## config.mk

```make
export PLATFORM = sky130hd
export DESIGN_NAME = byte_lane_logic
export DESIGN_NICKNAME = d
export VERILOG_FILES = /design/src/rtl/bll_pkg.sv /design/src/rtl/bll_gather.sv /design/src/rtl/bll_lanecmp.sv /design/src/rtl/bll_parity.sv /design/src/rtl/byte_lane_logic.sv
export SDC_FILE = /design/constraint.sdc
export NUM_CORES = 1
export LEC_CHECK = 0
export BUFFER_PORTS_ARGS = -buffer_cell sky130_fd_sc_hd__clkbuf_2
export CAP_MARGIN = 5
export CORE_ASPECT_RATIO = 1.75
export CORE_MARGIN = 2
export CORE_UTILIZATION = 40
export DETAILED_ROUTE_END_ITERATION = 12
export PLACE_DENSITY_LB_ADDON = 0.2
export SLEW_MARGIN = 30
export SYNTH_ARGS = -nofsm -noshare
export SYNTH_HDL_FRONTEND = slang
export SYNTH_SLANG_ARGS = --single-unit
```

## constraint.sdc

```tcl
create_clock -name vclk -period 2.5
set_input_delay 0.25 -clock vclk [all_inputs]
set_output_delay 0.25 -clock vclk [all_outputs]
set_load 0.01 [all_outputs]
```

## src/rtl/bll_pkg.sv

```systemverilog
package bll_pkg;

  typedef enum logic [2:0] {
    OP_GATHER = 3'd0,
    OP_LANECMP = 3'd1,
    OP_PAR_DW = 3'd2,
    OP_PAR_WD = 3'd3
  } bll_op_e;

  localparam int BYTE_W = 8;

  // XOR-fold of the least significant bit of every byte in a vector
  function automatic logic low_bit_fold(input logic [63:0] v, input int first_lane,
                                        input int n_lanes);
    logic acc;
    acc = 1'b0;
    for (int k = 0; k < 8; k++) begin
      if (k >= first_lane && k < first_lane + n_lanes) acc = acc ^ v[k*BYTE_W];
    end
    return acc;
  endfunction

endpackage

```

## src/rtl/bll_gather.sv

```systemverilog
module bll_gather #(
  parameter int XLEN = 64,
  localparam int LANES = XLEN / 8,
  localparam int IDXW = $clog2(XLEN)
) (
  input  logic [XLEN-1:0]  rs_i,
  input  logic [XLEN-1:0]  rb_i,
  output logic [LANES-1:0] gathered_o,
  output logic [LANES-1:0] idx_in_range_o
);

  // rb re-ordered so that position n holds the bit numbered n from the MSB
  logic [XLEN-1:0] rb_msb_first;

  for (genvar b = 0; b < XLEN; b++) begin : g_rev
    assign rb_msb_first[b] = rb_i[XLEN-1-b];
  end

  // lane q counts from the most significant byte of rs
  for (genvar q = 0; q < LANES; q++) begin : g_lane
    logic [7:0]      idx;
    logic [IDXW-1:0] pos;
    assign idx = rs_i[XLEN-1-8*q -: 8];
    assign pos = idx[IDXW-1:0];
    assign idx_in_range_o[q] = (int'(idx) < XLEN);
    assign gathered_o[LANES-1-q] = idx_in_range_o[q] & rb_msb_first[pos];
  end

endmodule

```

## src/rtl/bll_lanecmp.sv

```systemverilog
module bll_lanecmp #(
  parameter int XLEN = 64,
  localparam int LANES = XLEN / 8
) (
  input  logic [XLEN-1:0]  rs_i,
  input  logic [XLEN-1:0]  rb_i,
  output logic [LANES-1:0] lane_eq_o,
  output logic [XLEN-1:0]  mask_o
);

  for (genvar k = 0; k < LANES; k++) begin : g_lane
    assign lane_eq_o[k] = (rs_i[8*k +: 8] == rb_i[8*k +: 8]);
    assign mask_o[8*k +: 8] = {8{lane_eq_o[k]}};
  end

endmodule

```

## src/rtl/bll_parity.sv

```systemverilog
module bll_parity #(
  parameter int XLEN = 64,
  localparam int LANES = XLEN / 8,
  localparam int HALF = LANES / 2
) (
  input  logic [XLEN-1:0] rs_i,
  output logic            par_lo_o,
  output logic            par_hi_o
);

  logic [XLEN-1:0] src;
  assign src = rs_i;

  always_comb begin
    par_lo_o = bll_pkg::low_bit_fold(64'(src), 0, HALF);
    par_hi_o = bll_pkg::low_bit_fold(64'(src), HALF, HALF);
  end

endmodule

```

## src/rtl/byte_lane_logic.sv

```systemverilog
module byte_lane_logic #(
  parameter int XLEN = 64,
  localparam int LANES = XLEN / 8
) (
  input  logic [XLEN-1:0] rs_i,
  input  logic [XLEN-1:0] rb_i,
  input  logic [2:0]      op_i,
  output logic [XLEN-1:0] res_o
);
  import bll_pkg::*;

  logic [LANES-1:0] gathered;
  logic [LANES-1:0] perm_hit;
  logic [LANES-1:0] lane_eq;
  logic [XLEN-1:0]  cmp_mask;
  logic             par_lo;
  logic             par_hi;

  bll_gather #(.XLEN(XLEN)) u_gather (
    .rs_i(rs_i), .rb_i(rb_i), .gathered_o(gathered), .idx_in_range_o(perm_hit)
  );

  bll_lanecmp #(.XLEN(XLEN)) u_cmp (
    .rs_i(rs_i), .rb_i(rb_i), .lane_eq_o(lane_eq), .mask_o(cmp_mask)
  );

  bll_parity #(.XLEN(XLEN)) u_par (
    .rs_i(rs_i), .par_lo_o(par_lo), .par_hi_o(par_hi)
  );

  always_comb begin
    res_o = '0;
    case (op_i)
      OP_GATHER:  res_o[LANES-1:0] = gathered;
      OP_LANECMP: res_o = cmp_mask;
      OP_PAR_DW:  res_o[0] = par_lo ^ par_hi;
      OP_PAR_WD: begin
        res_o[0]      = par_lo;
        res_o[XLEN/2] = par_hi;
      end
      default:    res_o = '0;
    endcase
  end

endmodule

```

# Word-level counts from Yosys, hierarchy flattened

Cells that the tools add are included.

Order comparisons: 16
Reductions and logical operators: 1
Bitwise gates (word level): 15
Mux-type cells: 21
Equality and inequality tests: 11

Operator list:

| kind                                                                 | count |
|---|---|
| 8-bit == test                                                        | 8 |
| 8-bit by 7-bit < comparator with 1-bit output, second input constant | 8 |
| 6-bit by 7-bit < comparator with 1-bit output, second input constant | 8 |
| 1-bit binary-select mux with 6-bit select                            | 8 |
| 31-bit two-way mux                                                   | 1 |
| 24-bit two-way mux                                                   | 1 |
| 7-bit case mux with 2 select lines                                   | 1 |
| 1-bit AND                                                            | 8 |
| 1-bit two-way mux                                                    | 8 |
| 1-bit XOR                                                            | 7 |
| 3-bit by 2-bit == test with 1-bit output, second input constant      | 2 |
| 1-bit case mux with 4 select lines                                   | 1 |
| 3-bit by 1-bit == test with 1-bit output, second input constant      | 1 |
| 3-bit logical NOT                                                    | 1 |
| 1-bit case mux with 2 select lines                                   | 1 |

Output and inout bits: 64
Input bits: 131
Register bits: 0
Word-level logic and storage cells: 64

# Logic depth before layout (Yosys ltp)

Gate-level depths: netlist of run 1.

Depth after elaboration: 5
Gate-level depth with buffers: 7
Depth with buffers taken out: 5

# Cells and area by module

A second synthesis of run 1 with hierarchy kept.

Cells, all modules: 658
Area total of the unflattened synthesis: 6486.2 µm²

Modules (own cells, without submodules):

| module          | sequential area each (µm²) | instances | cells each | area an instance (µm²) |
|---|---|---|---|---|
| bll_gather      | 0.0                        | 1         | 414        | 4668.2 |
| bll_lanecmp     | 0.0                        | 1         | 152        | 1171.1 |
| byte_lane_logic | 0.0                        | 1         | 86         | 594.3 |
| bll_parity      | 0.0                        | 1         | 6          | 52.6 |

# Worst setup path after synthesis of run 1

No wires, ideal clock.

Path type: input to output
Start point: in rs_i[48]
End point: out res_o[49]
Setup slack: -33 ps
Data required time: 2250 ps
Arrival: 2283 ps
Cell stages on the path: 6
Cells stage by stage: clkbuf_1 > buf_2 > xnor2_1 > nand4_1 > nor4_1 > buf_4

Word-level cells in the longest chain between the ends: 2

Ends and longest elaborated chain:

| item               | RTL line              | text |
|---|---|---|
| start, declared    | byte_lane_logic.sv:5  | `input logic [XLEN-1:0] rs_i,` |
| 8-bit == test      | bll_lanecmp.sv:12     | `assign lane_eq_o[k] = (rs_i[8*k +: 8] == rb_i[8*k +: 8]);` |
| 31-bit two-way mux | byte_lane_logic.sv:33 | `case (op_i)` |
| end, declared      | byte_lane_logic.sv:8  | `output logic [XLEN-1:0] res_o` |

Every way passes these cells.

# Worst setup path after layout of run 1

Start point: in rs_i[32]
End point: out res_o[4]

Word-level cells in the longest chain between the ends: 4
Elaborated cells between the ends (all ways): 5
Those cells by class: order compare: 1; mux: 3; bitwise: 1

Ends and longest elaborated chain:

| item                                      | RTL line              | text |
|---|---|---|
| 1-bit binary-select mux with 6-bit select | bll_gather.sv:26      | `assign gathered_o[LANES-1-q] = idx_in_range_o[q] & rb_msb_first[pos];` |
| 1-bit two-way mux (implied by the code)   | bll_gather.sv:26      |  |
| 1-bit AND *                               | bll_gather.sv:26      |  |
| 7-bit case mux with 2 select lines *      | byte_lane_logic.sv:33 |  |

Mark *: on every way between the ends. The rest lies on a longest branch, timed or not. The select of a mux whose other input is x is not followed.

==> results of run 1 <==
-- critical path: cells and delay by family --
family / cells / cell delay, ns
buffers and inverters: 3 / 0.60
multiplexers: 3 / 0.95
AO/OA/AOI/OAI: 1 / 0.32
AND/OR/NAND/NOR: 1 / 0.06
-- final timing paths --
path                    end  slack [ns]  cells after the start
setup / recovery   res_o[4]        0.07                      8
hold / removal    res_o[32]        0.87                      4
-- layout by cell type (no fill, tap or decap), types with 3 or more instances in the layout --
master / instances
clkbuf_2: 193
mux4_2: 118
xnor2_1: 56
mux2i_1: 55
buf_4: 38
nand2_1: 15
nand3_1: 15
nand4_1: 14
xor2_1: 14
mux2_2: 11
nor3_1: 10
nor4_1: 10
nor2b_1: 9
nor2_1: 8
a22oi_1: 7
nand3b_1: 7
mux4_1: 7
nand2b_1: 6
buf_12: 6
or3_1: 4
o22ai_1: 4
o21ai_0: 4
nor3b_1: 4
a31oi_1: 3
o211ai_1: 3
inv_1: 3
a311oi_1: 3
a311o_1: 3
-- kinds of logic (layout without fill, tap and decap cells) --
kind of cell	count (synthesis)	after routing	synth area share [%]
XOR/XNOR	70	70	10.7
buffers and inverters	112	241	11.5
multiplexers	191	191	61.3
AND/OR/NAND/NOR	111	111	11.1
AO/OA/AOI/OAI	42	42	5.43
-- through the flow --
stage	hold WS, ns	total power [W]	worst slack (ns)	utilization, %
final	0.874	0.00126	0.0690	47.9
after detailed placement	0.869	0.00123	0.00734	47.9
after CTS	0.874	0.00124	0.00555	47.9
after floorplan	0.626	0.000790	0.0861	-
after global routing	0.898	0.00132	0.000616	47.9
after global placement	0.862	0.00121	0.0328	47.9
-- power by group --
part	leakage (nW)	internal, W	switching [W]
Sequential	0	0	0
Combinational	2.68	0.000634	0.000622
Clock	0	0	0
Total	2.68	0.000634	0.000622
-- metal layers --
| metal | global-route usage (%) | vias up | wire (um) |
|---|---|---|---|
| li1 | - | 2373 | - |
| met1 | 35.5 | 2815 | 7820 |
| met2 | 53.8 | 454 | 12100 |
| met3 | 2.45 | 96 | 1970 |
| met4 | 13.1 | 0 | 1320 |
| met5 | 0 | - | 0 |
-- final cells by class --
type / count / area (sq um) / area share [%]
tap: 177 / 221 / 3.31
multi-input combinational: 414 / 5080 / 76.0
inverter: 3 / 11.3 / 0.168
timing repair buffer: 238 / 1380 / 20.6
==> flow_summary_export.csv, run 1 <==
group,metric,value,unit
run_status,status,"completed",
placement,portBuffers,195,
setup_path,crit_path_start_kind,"input pin",
timing,period_share,97.2,%
drt,avgViaCountPerCell,6.90,
setup_path,slowest_stage,"mux4_2",
layout,antenna_cells,0,
layout,nets,788,
setup_path,crit_arrival,2.18,ns
layout,ff_latch_area,0,sq um
setup_path,path_common_cell,"mux4_2",
timing,slew_violations,0,
drt,ant_nets,0,
clock_network,postCtsSetupRepairBufs,0,
layout,area_growth,16.6,%
grt,grt_max_degree,20,
synthesis,yosysWarnings,0,
synthesis,yosys.area.top_type,"mux4_2",
timing,fin_tns_setup,0,ns
worst_hold_path,holdCritStartpoint,"op_i[0]",
timing,setup_viol,0,
floorplan,die_w,94.5,um
layout,n_clock_buffer,0,
synthesis,synth_cells,526,
setup_path,crit_fanout,9,
timing,tightest_slew,0.575,ns
synthesis,synth.cells.most_frequent,"mux4_2 (118), xnor2_1 (56), mux2i_1 (55)",
placement,place_area,6690,sq um
synthesis,yosysMostFrequentCell,"mux4_2",
drt,vias,5738,
setup_path,end_kind,"output pin",
setup_path,crit_type,"in2out",
drt,dr.pass1.iters,5,
floorplan,die_h,162,um
timing,fmax,411,MHz
timing,fin_crit,2.43,ns
pwr,p_leak,2.68,nW
layout,fin_area,6690,sq um
clock_network,cts_hold_buf,0,
pwr,p_per_area,188,nW/um^2
grt,grt_pass1_vias,5863,
clock_network,cts_resized,0,
synthesis,yosysUniqueCellTypes,46,
layout,post_route_cells_drive_above_1_share,56.6,%
synthesis,seq_area_frac_synth,0,%
setup_path,cp.required,2.25,ns
run,maxCapViolCount,0,
drt,wl_per_cell,27.9,um
grt,antenna_found_initial,0,
grt,grt_pass1_wl,34.6,mm
floorplan,initial_core_util,41.0,%
timing,finalHoldViolations,0,
drt,drc,0,
synthesis,syn-cell-area,5740,sq um
synthesis,synth_top_cell_area_share,46.3,%
drt,routed_wirelength,23.2,mm
placement,hpwl,18.1,mm
grt,grt_use_total,29.8,%
floorplan,die-area,15400,sq um
synthesis,syn_area_per_cell,10.9,sq um
setup_path,slowest_delay,0.50,ns
floorplan,rows,57,
worst_hold_path,holdCritPathClass,"in2out",
drt,initialDrtViolationCount,361,
timing,rsz0062_at_grt,"no",
layout,fillers,1377,
floorplan,pin_count,195,
pwr,peakVddDrop,0.107,mV
floorplan,core,14000,sq um
placement,placed_cells,832,
setup_path,cp_cell_sequence,"buf_2 -> buf_4 -> mux4_2 -> mux2i_1 -> mux4_2 -> nor3b_1 -> a311o_1 -> clkbuf_2",
synthesis,synth_nets,657,
grt,grt_overflow,0,
timing,relSlewSlack,61.3,%
placement,place_congestion,0.985,
layout,finalNonFillerCells,832,
setup_path,critPathLaunch,"rs_i[32]",
layout,seq_cell_count,0,
synthesis,synthTopCellsByArea,"mux4_2 (46%), mux2i_1 (9.6%), xnor2_1 (8.5%)",
Power figures use the tool's default switching activity.
==> run 2, diff against run 1 <==
--- a/config.mk
+++ b/config.mk
@@ -5,6 +5,8 @@
 export SDC_FILE = /design/constraint.sdc
 export NUM_CORES = 1
 export LEC_CHECK = 0
+export ABC_AREA = 1
+export ABC_CLOCK_PERIOD_IN_PS = 2500
 export BUFFER_PORTS_ARGS = -buffer_cell sky130_fd_sc_hd__clkbuf_2
 export CAP_MARGIN = 5
 export CORE_ASPECT_RATIO = 1.75
==> run 2 against run 1 <==
Compared with the run above: synthesized area increased by 15%; combinational power increased by 10%; fmax increased by 7.6%; non-clock buffer count decreased by 14.
==> flow_summary_export.csv, run 2 <==
group,metric,value,unit
grt,grt_overflow,0,
drt,wl_per_cell,21.4,um
synthesis,synth_cells,1366,
layout,antenna_cells,0,
worst_hold_path,holdCritStartpoint,"rs_i[31]",
placement,place_congestion,1.09,
drt,ant_nets,0,
timing,setup_viol,0,
floorplan,die_h,174,um
synthesis,syn_area_per_cell,4.81,sq um
timing,period_share,90.3,%
layout,final_cell_mix,"nand2_1 (495), nand3_1 (300), clkbuf_2 (195)",
floorplan,pin_count,195,
layout,finalNonFillerCells,1602,
floorplan,die-area,17500,sq um
grt,grt_pass1_wl,50.6,mm
grt,grt_max_degree,45,
layout,ff_latch_area,0,sq um
grt,met1_usage,46.6,%
layout,multi_input_area,5290,sq um
synthesis,synth.cells.most_frequent,"nand2_1 (495), nand3_1 (300), a21oi_1 (85)",
placement,portBuffers,195,
placement,post-place-ws,0.364,ns
floorplan,initial_core_util,40.5,%
synthesis,yosysWarnings,0,
worst_hold_path,holdPathStages,5,
timing,rsz0062_at_grt,"no",
synthesis,synth_top_cell_area_share,28.3,%
pwr,peakVddDrop,0.139,mV
floorplan,core,16200,sq um
setup_path,crit_path_start_kind,"input pin",
drt,avgViaCountPerCell,6.16,
timing,tightest_slew,0.568,ns
drt,initialDrtViolationCount,1240,
timing,fmax,443,MHz
setup_path,cp.required,2.25,ns
worst_hold_path,holdCritPathClass,"in2out",
synthesis,seq_area_frac_synth,0,%
grt,top_usage_layer,"met2",
setup_path,crit_type,"in2out",
setup_path,crit_arrival,2.01,ns
layout,final_common_cell,"nand2_1",
placement,placed_cells,1602,
worst_hold_path,min_to,"res_o[3]",
timing,finalHoldViolations,0,
grt,use_met3,7.78,%
layout,nets,1543,
timing,slew_violations,0,
synthesis,synthTopCellsByArea,"nand2_1 (28%), nand3_1 (23%), buf_4 (7.8%)",
grt,met2_usage,56.6,%
synthesis,yosysMostFrequentCell,"nand2_1",
drt,vias,9872,
layout,post_route_cells_drive_above_1_share,17.2,%
grt,antenna_found_initial,0,
drt,drc,0,
pwr,p_leak,3.69,nW
clock_network,cts_hold_buf,0,
layout,n_clock_buffer,0,
layout,fillers,1859,
layout,area_growth,6.76,%
run_status,status,"completed",
setup_path,end_kind,"output pin",
synthesis,syn-cell-area,6570,sq um
layout,seq_cell_count,0,
run,maxCapViolCount,0,
synthesis,yosys.area.top_type,"nand2_1",
floorplan,die_w,101,um
timing,fin_tns_setup,0,ns
pwr,p_per_area,198,nW/um^2
synthesis,synth_nets,1497,
setup_path,crit_fanout,5,
timing,fin_ws,0.241,ns
timing,relSlewSlack,62.1,%
clock_network,cts_resized,0,
floorplan,rows,62,
timing,fin_crit,2.26,ns
grt,grt_use_total,37.6,%
grt,grt_pass1_vias,8682,
drt,routed_wirelength,34.3,mm
placement,hpwl,23.4,mm
synthesis,yosysUniqueCellTypes,29,
drt,dr.pass1.iters,6,
clock_network,postCtsSetupRepairBufs,0,
setup_path,critPathLaunch,"op_i[1]",
run 2: cell count changes after synthesis, sizes merged, moves of 55 or more:
cell   change
nand2    +480
nand3    +285
mux4     -125
o21ai     +86
a21oi     +83
inv       +64
mux2i     -55
run 2: how the worst max path moves through the flow:
stage	end	slack, ns
2_1_floorplan	res_o[25]	0.13
3_3_place_gp	res_o[58]	0.37
3_5_place_dp	res_o[5]	0.36
4_1_cts	res_o[5]	0.36
5_1_grt	res_o[1]	0.16
6_report	res_o[5]	0.24
run 2: cell families after synthesis:
logic type	count (synthesis)	share of synthesized area, %
buffers and inverters	251	19.5
xor gates and xnor gates	51	6.80
AOI/OAI and AO/OA	226	19.0
and+or+nand+nor	838	54.6
run 2: where the power goes:
| group | internal, W | leakage, nW | total (W) | switching, W |
|---|---|---|---|---|
| Combinational | 0.000435 | 3.69 | 0.00139 | 0.000953 |
| Sequential | 0 | 0 | 0 | 0 |
| Clock | 0 | 0 | 0 | 0 |
| Total | 0.000435 | 3.69 | 0.00139 | 0.000953 |
run 2: per-layer routing:
metal | vias up | wire (um)
li1 | 4574 | -
met1 | 4319 | 12000
met2 | 766 | 14500
met3 | 213 | 4520
met4 | 0 | 3240
met5 | - | 0
run 2: through the flow:
step | utilization [%] | cell area (sq um) | hold slack [ns] | power (W)
2_1_floorplan | - | 6570 | 0.664 | 0.000910
3_3_place_gp | 43.3 | 7010 | 0.875 | 0.00132
3_5_place_dp | 43.3 | 7010 | 0.875 | 0.00133
4_1_cts | 43.3 | 7010 | 0.878 | 0.00134
5_1_grt | 43.3 | 7010 | 0.909 | 0.00150
6_report | 43.3 | 7010 | 0.870 | 0.00139
run 2: critical path: stages:
cell and delay [ns]:
clkbuf_2 0.10, nor3_2 0.23, inv_1 0.26, nor4_1 0.39, nand2_1 0.29, buf_4 0.27
nand2_1 0.08, clkbuf_2 0.12
run 2: area by class of cell:
class              instances  share of cell area (%)
well taps                192                    3.42
inverters                 71                    3.84
multi-input cells       1115                    75.4
repair buffers           224                    17.4
==> run 3, diff against run 2 <==
--- a/config.mk
+++ b/config.mk
@@ -11,7 +11,7 @@
 export CAP_MARGIN = 5
 export CORE_ASPECT_RATIO = 1.75
 export CORE_MARGIN = 2
-export CORE_UTILIZATION = 40
+export CORE_UTILIZATION = 43
 export DETAILED_ROUTE_END_ITERATION = 12
 export PLACE_DENSITY_LB_ADDON = 0.2
 export SLEW_MARGIN = 30
==> run 3 against run 2 <==
Compared with the run above: final area fell by 0.12%; combinational power barely moved; setup slack improved by 0.089 ns; fmax rose by 4.1%; via count fell by 0.45%; global-route usage fell by 0.15 points; sequential share of layout area did not move; critical path depth did not move; sequential cell count did not move; core utilization rose by 3.7 points; die area fell by 6.8%; largest cell class unchanged; largest power group unchanged.
==> flow_summary_export.csv, run 3 (same netlist as run 2, synthesis figures left out) <==
group,metric,value,unit
run_status,status,"completed",
worst_hold_path,min_to,"res_o[4]",
timing,finalHoldViolations,0,
pwr,peakVddDrop,0.125,mV
run,maxCapViolCount,0,
layout,n_clock_buffer,0,
timing,slew_violations,0,
layout,area_growth,6.63,%
floorplan,die_h,168,um
pwr,p_per_area,195,nW/um^2
pwr,swShare,68.3,%
floorplan,core,14900,sq um
timing,setup_viol,0,
drt,wl_per_cell,20.7,um
drt,ant_nets,0,
layout,fin_area,7010,sq um
layout,seq_cell_count,0,
pwr,seq_power_share,0,%
grt,grt_overflow,0,
grt,antenna_found_initial,0,
timing,period_share,86.8,%
timing,fin_crit,2.17,ns
setup_path,slowest_delay,0.41,ns
placement,hpwl,22.6,mm
pwr,power_switching,0.000936,W
clock_network,cts_resized,0,
setup_path,crit_type,"in2out",
worst_hold_path,holdCritPathClass,"in2out",
drt,avgViaCountPerCell,6.16,
floorplan,die_w,97.4,um
setup_path,slowest_stage,"inv_2",
timing,relSlewSlack,61.6,%
floorplan,initial_core_util,44.1,%
clock_network,postCtsSetupRepairBufs,0,
timing,rsz0062_at_grt,"no",
layout,antenna_cells,0,
setup_path,end_kind,"output pin",
grt,grt_pass1_vias,8462,
floorplan,pin_count,195,
pwr,power_frac_comb,100.0,%
pwr,power,0.00137,W
layout,final_cell_mix,"nand2_1 (495), nand3_1 (300), clkbuf_2 (195)",
layout,final_common_cell,"nand2_1",
worst_hold_path,holdCritStartpoint,"rs_i[39]",
placement,portBuffers,195,
timing,fmax,461,MHz
placement,place_area,7010,sq um
drt,vias,9828,
setup_path,crit_path_start_kind,"input pin",
drt,routed_wirelength,33.0,mm
setup_path,cp.required,2.25,ns
pwr,internal_power,0.000434,W
timing,fin_tns_setup,0,ns
setup_path,cp_cell_sequence,"clkbuf_2 -> inv_2 -> o22ai_1 -> nor4_1 -> nand2_1 -> nor4_1 -> buf_4 -> clkbuf_2",
grt,grt_pass1_wl,48.6,mm
layout,ff_latch_area,0,sq um
timing,tightest_slew,0.575,ns
drt,drc,0,
floorplan,rows,59,
floorplan,die-area,16300,sq um
grt,grt_max_degree,38,
layout,nets,1545,
placement,place_congestion,1.06,
worst_hold_path,holdPathStages,5,
clock_network,cts_hold_buf,0,
layout,post_route_cells_drive_above_1_share,17.4,%
setup_path,crit_arrival,1.92,ns
setup_path,crit_fanout,28,
drt,initialDrtViolationCount,1564,
drt,dr.pass1.iters,6,
grt,grt_use_total,37.5,%
pwr,p_leak,3.70,nW
pwr,p_clk_share,0,%
## run 3: cell count changes in the layout (fill, tap and decap cells not counted)
| cell | before | now |
|---|---|---|
| buf_12 | 2 | 1 |
| buf_4 | 27 | 30 |
## run 3: power groups by stage
| stage | logic [W] | clock network [W] | registers (W) |
|---|---|---|---|
| after floorplan | 0.000910 | 0 | 0 |
| after global placement | 0.00130 | 0 | 0 |
| after detailed placement | 0.00131 | 0 | 0 |
| after CTS | 0.00132 | 0 | 0 |
| after global routing | 0.00148 | 0 | 0 |
| final | 0.00137 | 0 | 0 |
## run 3: per-stage QoR
step	instances	worst slack (ns)	hold WS (ns)	utilization, %
2_1_floorplan	1366	0.133	0.664	-
3_3_place_gp	1595	0.444	0.876	47.0
3_5_place_dp	1595	0.376	0.878	47.0
4_1_cts	1595	0.372	0.881	47.0
5_1_grt	1595	0.167	0.908	47.0
6_report	1595	0.331	0.872	47.0
## run 3: worst max path at each step
stage / start / to / slack (ns) / depth (start not counted)
after floorplan: rs_i[25] / res_o[25] / 0.13 / 8
after global placement: rs_i[56] / res_o[57] / 0.44 / 8
after detailed placement: rs_i[56] / res_o[62] / 0.38 / 8
after CTS: rs_i[56] / res_o[60] / 0.37 / 8
after global routing: rs_i[56] / res_o[62] / 0.17 / 8
final: rs_i[56] / res_o[60] / 0.33 / 8
## run 3: per-layer routing
layer	GRT usage (%)	share of wire (%)	routed length, um	vias to the layer above
li1	-	-	-	4580
met1	46.0	34	11300	4319
met2	59.6	44	14600	734
met3	6.39	13	4350	195
met4	24.7	8.5	2800	0
met5	0	0	0	-
## run 3: critical path, delay by kind of cell
| kind | cells | cell delay (ns) |
|---|---|---|
| buffers and inverters | 4 | 1.00 |
| AND/OR/NAND/NOR | 3 | 0.51 |
| AO/OA/AOI/OAI | 1 | 0.15 |
## run 3: cell type report
| type | count | area [sq um] |
|---|---|---|
| Fill cell | 1765 | 7910 |
| Multi-Input combinational cell | 1115 | 5290 |
| Timing Repair Buffer | 226 | 1220 |
| Inverter | 71 | 269 |
| Tap cell | 183 | 229 |
